**src/rtl/vst_pkg.sv**
```systemverilog
package vst_pkg;
    localparam int BYTE_W     = 8;
    localparam int WORD_BYTES = 4;
    localparam int WORD_W     = BYTE_W * WORD_BYTES;
    localparam int CODE_W     = 4;
    localparam int ENTRY_W    = WORD_W + CODE_W;
    localparam int NLANE      = 3;
    localparam int CNT_W      = $clog2(WORD_BYTES + 1);
    localparam int POS_W      = 2;

    typedef logic [CODE_W-1:0] code_t;

    localparam code_t C_FMT_PACKED = 4'b0110;
    localparam code_t C_FMT_PLANAR = 4'b1110;
    localparam code_t C_LINE_FIRST = 4'b0010;
    localparam code_t C_MIDDLE     = 4'b0000;
    localparam code_t C_END_FALL   = 4'b0100;
    localparam code_t C_END_RISE   = 4'b1100;

    // End-of-line code carrying the number of valid bytes of the last word.
    function automatic code_t eol_code(input logic [CNT_W-1:0] n);
        code_t c;
        case (n)
            CNT_W'(1): c = 4'b0101;
            CNT_W'(2): c = 4'b1001;
            CNT_W'(3): c = 4'b1101;
            default:   c = 4'b0001;
        endcase
        return c;
    endfunction
endpackage

```
**src/rtl/vst_lane_packer.sv**
```systemverilog
module vst_lane_packer
    import vst_pkg::*;
(
    input  logic               clk,
    input  logic               rst_n,
    input  logic               byte_vld,
    input  logic [BYTE_W-1:0]  byte_in,
    input  logic               flush,
    output logic               wr,
    output logic [ENTRY_W-1:0] wdata
);
    typedef struct packed {
        logic [WORD_W-1:0]  acc;
        logic [CNT_W-1:0]   cnt;
        logic               first;
        logic               wr;
        logic [ENTRY_W-1:0] wdata;
    } pk_s;

    localparam pk_s PK_RST = '{acc: '0, cnt: '0, first: 1'b1, wr: 1'b0, wdata: '0};

    pk_s s_d, s_q;

    // A full word is held back until the next byte or the line end,
    // so that the last word of a line can still take its end code.
    always_comb begin
        s_d    = s_q;
        s_d.wr = 1'b0;
        if (flush) begin
            if (s_q.cnt != '0) begin
                s_d.wr    = 1'b1;
                s_d.wdata = {eol_code(s_q.cnt), s_q.acc};
            end
            s_d.acc   = '0;
            s_d.cnt   = '0;
            s_d.first = 1'b1;
        end else if (byte_vld) begin
            if (s_q.cnt == CNT_W'(WORD_BYTES)) begin
                s_d.wr                 = 1'b1;
                s_d.wdata              = {(s_q.first ? C_LINE_FIRST : C_MIDDLE), s_q.acc};
                s_d.first              = 1'b0;
                s_d.acc                = '0;
                s_d.acc[BYTE_W-1:0]    = byte_in;
                s_d.cnt                = CNT_W'(1);
            end else begin
                s_d.acc[int'(s_q.cnt)*BYTE_W +: BYTE_W] = byte_in;
                s_d.cnt = s_q.cnt + CNT_W'(1);
            end
        end
    end

    always_ff @(posedge clk) begin
        if (!rst_n) s_q <= PK_RST;
        else        s_q <= s_d;
    end

    assign wr    = s_q.wr;
    assign wdata = s_q.wdata;
endmodule

```
**src/rtl/vst_byte_router.sv**
```systemverilog
module vst_byte_router
    import vst_pkg::*;
(
    input  logic             clk,
    input  logic             rst_n,
    input  logic             take,
    input  logic             planar,
    input  logic             flush,
    output logic [NLANE-1:0] lane_vld
);
    logic [POS_W-1:0] pos_d, pos_q;

    always_comb begin
        lane_vld = '0;
        if (take) begin
            if (!planar) begin
                lane_vld[0] = 1'b1;
            end else begin
                case (pos_q)
                    POS_W'(1): lane_vld[1] = 1'b1;
                    POS_W'(3): lane_vld[2] = 1'b1;
                    default:   lane_vld[0] = 1'b1;
                endcase
            end
        end
        if (flush)     pos_d = '0;
        else if (take) pos_d = pos_q + POS_W'(1);
        else           pos_d = pos_q;
    end

    always_ff @(posedge clk) begin
        if (!rst_n) pos_q <= '0;
        else        pos_q <= pos_d;
    end
endmodule

```
**src/rtl/vst_event_ctrl.sv**
```systemverilog
module vst_event_ctrl
    import vst_pkg::*;
(
    input  logic               clk,
    input  logic               rst_n,
    input  logic               cap_en,
    input  logic               field_odd,
    input  logic               line_active,
    input  logic               fmt_planar,
    input  logic               vbi_line,
    input  logic               vbi_en,
    input  logic               pix_valid,
    output logic               flush,
    output logic               take,
    output logic               planar_q,
    output logic               pix_ready,
    output logic [NLANE-1:0]   ins_wr,
    output logic [ENTRY_W-1:0] ins_data
);
    typedef struct packed {
        logic               cap;
        logic               fld;
        logic               line;
        logic               fmt_pl;
        logic               pend_mode;
        logic               pend_end;
        logic               mode2;
        logic               fld_cap;
        logic               ready;
        code_t              end_code;
        code_t              mode_code;
        logic [NLANE-1:0]   ins_wr;
        logic [ENTRY_W-1:0] ins_data;
    } ctl_s;

    localparam ctl_s CTL_RST = '{cap: 1'b0, fld: 1'b0, line: 1'b0, fmt_pl: 1'b0,
                                 pend_mode: 1'b0, pend_end: 1'b0, mode2: 1'b0,
                                 fld_cap: 1'b0, ready: 1'b1, end_code: '0,
                                 mode_code: '0, ins_wr: '0, ins_data: '0};

    ctl_s s_d, s_q;
    logic fmt_eff, fld_edge, cap_rise, fmt_chg, blocked, gap;

    always_comb begin
        fmt_eff  = (vbi_line && vbi_en) ? 1'b0 : fmt_planar;
        fld_edge = (field_odd != s_q.fld);
        cap_rise = cap_en && !s_q.cap;
        fmt_chg  = (fmt_eff != s_q.fmt_pl);
        blocked  = fld_edge || cap_rise || fmt_chg || (vbi_line && !vbi_en);
        flush    = s_q.line && !line_active;
        gap      = !line_active && !s_q.line;
        take     = pix_valid && line_active && cap_en && s_q.ready && !blocked;

        s_d          = s_q;
        s_d.cap      = cap_en;
        s_d.fld      = field_odd;
        s_d.line     = line_active;
        s_d.fmt_pl   = fmt_eff;
        s_d.ins_wr   = '0;
        s_d.ins_data = '0;

        // Inserted entries only go out between lines, never beside a flush.
        if (s_q.mode2) begin
            s_d.ins_wr    = NLANE'(1);
            s_d.ins_data  = {s_q.mode_code, {WORD_W{1'b0}}};
            s_d.mode2     = 1'b0;
        end else if (gap && s_q.pend_end) begin
            s_d.ins_wr    = '1;
            s_d.ins_data  = {s_q.end_code, {WORD_W{1'b0}}};
            s_d.pend_end  = 1'b0;
        end else if (gap && s_q.pend_mode) begin
            s_d.mode_code = s_q.fmt_pl ? C_FMT_PLANAR : C_FMT_PACKED;
            s_d.ins_wr    = '1;
            s_d.ins_data  = {s_d.mode_code, {WORD_W{1'b0}}};
            s_d.mode2     = 1'b1;
            s_d.pend_mode = 1'b0;
            s_d.fld_cap   = 1'b1;
        end

        if (fld_edge) begin
            if (s_q.fld_cap) begin
                s_d.pend_end = 1'b1;
                s_d.end_code = s_q.fld ? C_END_FALL : C_END_RISE;
            end
            s_d.fld_cap = 1'b0;
        end
        if ((fld_edge && cap_en) || cap_rise || (fmt_chg && cap_en))
            s_d.pend_mode = 1'b1;

        s_d.ready = !s_d.pend_mode && !s_d.pend_end && !s_d.mode2;
    end

    always_ff @(posedge clk) begin
        if (!rst_n) s_q <= CTL_RST;
        else        s_q <= s_d;
    end

    assign planar_q  = s_q.fmt_pl;
    assign pix_ready = s_q.ready;
    assign ins_wr    = s_q.ins_wr;
    assign ins_data  = s_q.ins_data;
endmodule

```
**src/rtl/vcap_status_tagger.sv**
```systemverilog
module vcap_status_tagger
    import vst_pkg::*;
(
    input  logic                     clk,
    input  logic                     rst_n,
    input  logic                     cap_en,
    input  logic                     fmt_planar,
    input  logic                     field_odd,
    input  logic                     vbi_en,
    input  logic                     vbi_line,
    input  logic                     line_active,
    input  logic                     pix_valid,
    input  logic [BYTE_W-1:0]        pix_data,
    output logic                     pix_ready,
    output logic [NLANE-1:0]         lane_wr,
    output logic [NLANE*ENTRY_W-1:0] lane_data
);
    logic               flush, take, planar_q;
    logic [NLANE-1:0]   ins_wr, lane_vld, pk_wr;
    logic [ENTRY_W-1:0] ins_data;
    logic [ENTRY_W-1:0] pk_data [NLANE];

    vst_event_ctrl u_ctrl (
        .clk(clk), .rst_n(rst_n), .cap_en(cap_en), .field_odd(field_odd),
        .line_active(line_active), .fmt_planar(fmt_planar), .vbi_line(vbi_line),
        .vbi_en(vbi_en), .pix_valid(pix_valid), .flush(flush), .take(take),
        .planar_q(planar_q), .pix_ready(pix_ready), .ins_wr(ins_wr), .ins_data(ins_data)
    );

    vst_byte_router u_route (
        .clk(clk), .rst_n(rst_n), .take(take), .planar(planar_q),
        .flush(flush), .lane_vld(lane_vld)
    );

    for (genvar i = 0; i < NLANE; i++) begin : g_lane
        vst_lane_packer u_pack (
            .clk(clk), .rst_n(rst_n), .byte_vld(lane_vld[i]), .byte_in(pix_data),
            .flush(flush), .wr(pk_wr[i]), .wdata(pk_data[i])
        );
        assign lane_wr[i] = pk_wr[i] | ins_wr[i];
        assign lane_data[i*ENTRY_W +: ENTRY_W] = ins_wr[i] ? ins_data : pk_data[i];
    end
endmodule

```
**config.mk**
```make
export PLATFORM = sky130hd
export DESIGN_NAME = vcap_status_tagger
export DESIGN_NICKNAME = d
export VERILOG_FILES = /design/src/rtl/vst_pkg.sv /design/src/rtl/vst_lane_packer.sv /design/src/rtl/vst_byte_router.sv /design/src/rtl/vst_event_ctrl.sv /design/src/rtl/vcap_status_tagger.sv
export SDC_FILE = /design/constraint.sdc
export NUM_CORES = 1
export LEC_CHECK = 0
export ABC_AREA = 1
export BUFFER_PORTS_ARGS = -buffer_cell sky130_fd_sc_hd__buf_2
export CAP_MARGIN = 20
export CORE_MARGIN = 8
export CORE_UTILIZATION = 30
export CTS_CLUSTER_SIZE = 24
export DETAILED_ROUTE_END_ITERATION = 10
export GPL_ROUTABILITY_DRIVEN = 0
export HOLD_SLACK_MARGIN = 0.03
export SLEW_MARGIN = 20
export SYNTH_ARGS = -nofsm -noshare
export SYNTH_HDL_FRONTEND = slang
export SYNTH_HIERARCHICAL = 1
export SYNTH_SLANG_ARGS = --single-unit
```
**constraint.sdc**
```tcl
create_clock -name clk -period 2.9 [get_ports clk]
set_input_delay 0.435 -clock clk [delete_from_list [all_inputs] [get_ports clk]]
set_output_delay 0.435 -clock clk [all_outputs]
set_load 0.03 [all_outputs]
```
==> results.md <==
- Most frequent cell after synthesis: nand2_1
- Seq. cell area: 4786 sq um
- Post-synth ARST share: 0%
- Pwr Density: 530.9 nW/um^2
- Clk Latency, worst-skew pair: 540 ps
- CTS Buf Count: 27
- Die Span X: 221.0 microns
- Max Cap Viol: 0
- FF+latch count, synth: 239
- Vert. Die Dim: 221.0 microns
- Post-CTS Setup Inserts: 0
- CTS Sinks: 239
- Starting Density: 30.25%
- Leakage: 0.006132 uW
- Via-to-Cell Ratio: 4.819
- NumNets Final: 1797
- Routed WL per cell: 17.30 microns
- RSZ-0062 raised after global routing: no
- Multi-input gate area: 5782 sq um
- Synth top area share: 37.97%
- Register area share after synthesis: 37.97%
- Final clock period utilization by the worst path: 85.37%
- Synthesized cell area: 12600 sq um
- P&R area growth vs syn: 6.642%
- Top_reg_cell synth: dfxtp_1
- Number of synthesized flops with an enable pin: 0
- Routed vias: 11170
- Port bufs: 128
- Worst path most repeated cell: nand2_1
- TNS Setup: 0 ps
- TritonCTS clock tree: done
- Mean Syn Cell Area: 7.120 sq um
- DRC: 0
- Minimum clock period after layout: 2476 ps
- H-tree depth: 1
- First-pass GRT wire length: 61.49 mm
- Clock root cell: clkbuf_16
- Filler cells: 4569
- Synth warn: 6
- Die area: 48820 sq um
- # resized after CTS: 0
- Syn Inst Count: 1770
- Slowest CP cell: dfxtp_1
- Clk pin slew, worst setup/hold paths: 60 ps
- Largest net degree at the start of global routing: 74
- Worst vdd ir: 0.0003081 V
- Status: complete, no violations
- Sequence of cells on the critical path: nand3_1 -> nand2_1 -> nand2_1 -> nor3_1 -> buf_4 -> nand2_1 -> nor2_1 -> buf_4 -> inv_2 -> o21ai_2 -> o21ai_0 -> o21ai_1 -> nor2_1
- Largest cells by area after synthesis: dfxtp_1 38%, nand2_1 17%, buf_4 9.8%, nand3_1 5.8%, o21ai_0 4.2%
- Max clock buf depth: 3
- Core area: 41670 sq um
- Vias in the first global route: 10490
- Yosys cell types: 39
- Antenna Nets Post-Route: 0
- CP Launch Type: flop
- Cell Rows: 75
- CP Max Fanout: 14
- Worst Hold Class: input port to flop
- CP bufs+invs: 3
- CP Capture Type: flop
- Critical path's top delay family: compound AO/OA/AOI/OAI gates
- First drt pass iteration count: 5
- Max stage delay on crit path: 490 ps
- Antenna diodes: 0
- Final Hold Fails: 0
- GRT Residual Overflow: 0
- Fmax: 403.9 MHz
- GRT Overall Usage: 15.66%
- PnR Total Power: 7135 uW
- Top Ports: 129
- Fraction of layout cells with a size suffix above 1: 16.31%
- Required time worst endpoint: 3300 ps
- Setup violations, final: 0
- DRT iter0 DRCs: 1072
- Kind of critical path: flop to flop
- Top cells by count, synth: 567 x nand2_1, 239 x dfxtp_1, 164 x buf_4, 146 x nand3_1, 107 x o21ai_0
- Final slew viol count: 0
- Initial antenna violation count: 0
- Yosys top cell by area: dfxtp_1
- Slew @ Worst Pin: 893.0 ps
- Cts-stage hold buffer count: 0
- Routed WL: 40.09 mm
- Post-route clock skew: 12.25 ps
- Post-DP HPWL: 29.54 mm
- Relative slew slack: 40.40%
- Worst endpoint data arrival time: 2880 ps
## area by class of cell
type / instances / area share [%]
flip-flops and latches: 239 / 35.61
multi-input cells: 1229 / 43.02
clock buffers: 31 / 5.288
well taps: 539 / 5.018
repair buffers: 162 / 6.964
clock inverters: 18 / 1.229
inverters: 99 / 2.868
## flip-flops by register name, summed over array words and instances, names as in the netlist
name / count
u_ctrl/ins_wr: 2
u_route/pos_q: 2
g_lane.u_pack/wdata: 108
u_ctrl/ins_data: 3
u_ctrl/planar_q: 1
g_lane.u_pack/wr: 3
g_lane.u_pack/s_q: 108
u_ctrl/s_q: 11
u_ctrl/pix_ready: 1
## where the power goes
| group | switching (uW) | leakage, uW | internal (uW) |
|---|---|---|---|
| logic | 361 | 0.00377 | 89.8 |
| clock network | 1420 | 0.000439 | 1950 |
| registers | 14.1 | 0.00193 | 3300 |
## cells in the final DEF (no fill, tap or decap), drive strengths merged
cell      instances
a21oi           107
a31oi             4
buf             162
bufinv            2
clkbuf           31
clkinv           14
clkinvlp          1
conb             33
dfxtp           239
ha               22
inv             100
nand2           591
nand3           146
nand4            24
nor2             99
nor3              8
o211ai            3
o21a              1
o21ai           187
or2               4
## through the flow
| stage | util (%) | hold slack [ps] | setup WS [ps] | area (sq um) | instances |
|---|---|---|---|---|---|
| final | 32.26 | 130.6 | 424.3 | 13440 | 2317 |
| after global routing | 32.26 | 118.3 | 161.8 | 13440 | 2317 |
| after global placement | 30.15 | 430.5 | 371.7 | 12560 | 2268 |
| after detailed placement | 30.15 | 432.9 | 316.0 | 12560 | 2268 |
| after CTS | 32.26 | 103.8 | 396.8 | 13440 | 2317 |
| after floorplan | - | 418.6 | 753.7 | 12720 | 1802 |
## layer usage
layer	wire (microns)	track usage, %	share of wire (%)	vias to the layer above
met1	17420	20.49	43	5174
met4	1925	7.512	4.8	0
met5	0	0	0	-
met3	3184	3.465	7.9	74
met2	17560	24.20	44	407
li1	-	-	-	5511
## cell families after synthesis
kind of cell	after synthesis	synth area share [%]
adder cells (fa/ha/maj)	22	2.184
flip-flops	239	37.97
AO/OA/AOI/OAI	302	13.01
other	1	0.02976
buffers and inverters	334	17.11
AND/OR/NAND/NOR	872	29.71
## path summary, 6_finish.rpt
check	end	cells after the start	slack [ps]	from
max	g_lane[0].u_pack/s_q[50]	13	420	u_ctrl/planar_q
min	u_ctrl/s_q[54]	3	130	field_odd
max reg2reg	g_lane[0].u_pack/s_q[50]	13	420	u_ctrl/planar_q
min reg2reg	g_lane[1].u_pack/s_q[37]	2	450	g_lane[1].u_pack/s_q[37]
## worst register-to-register path, stage by stage (launching register included)
cell and delay (ps):
dfxtp_1 490, nand3_1 110, nand2_1 90, nand2_1 70
nor3_1 180, buf_4 190, nand2_1 60, nor2_1 100
buf_4 200, inv_2 100, o21ai_2 430, o21ai_0 170
o21ai_1 110, nor2_1 50
Power figures use the tool's default switching activity.
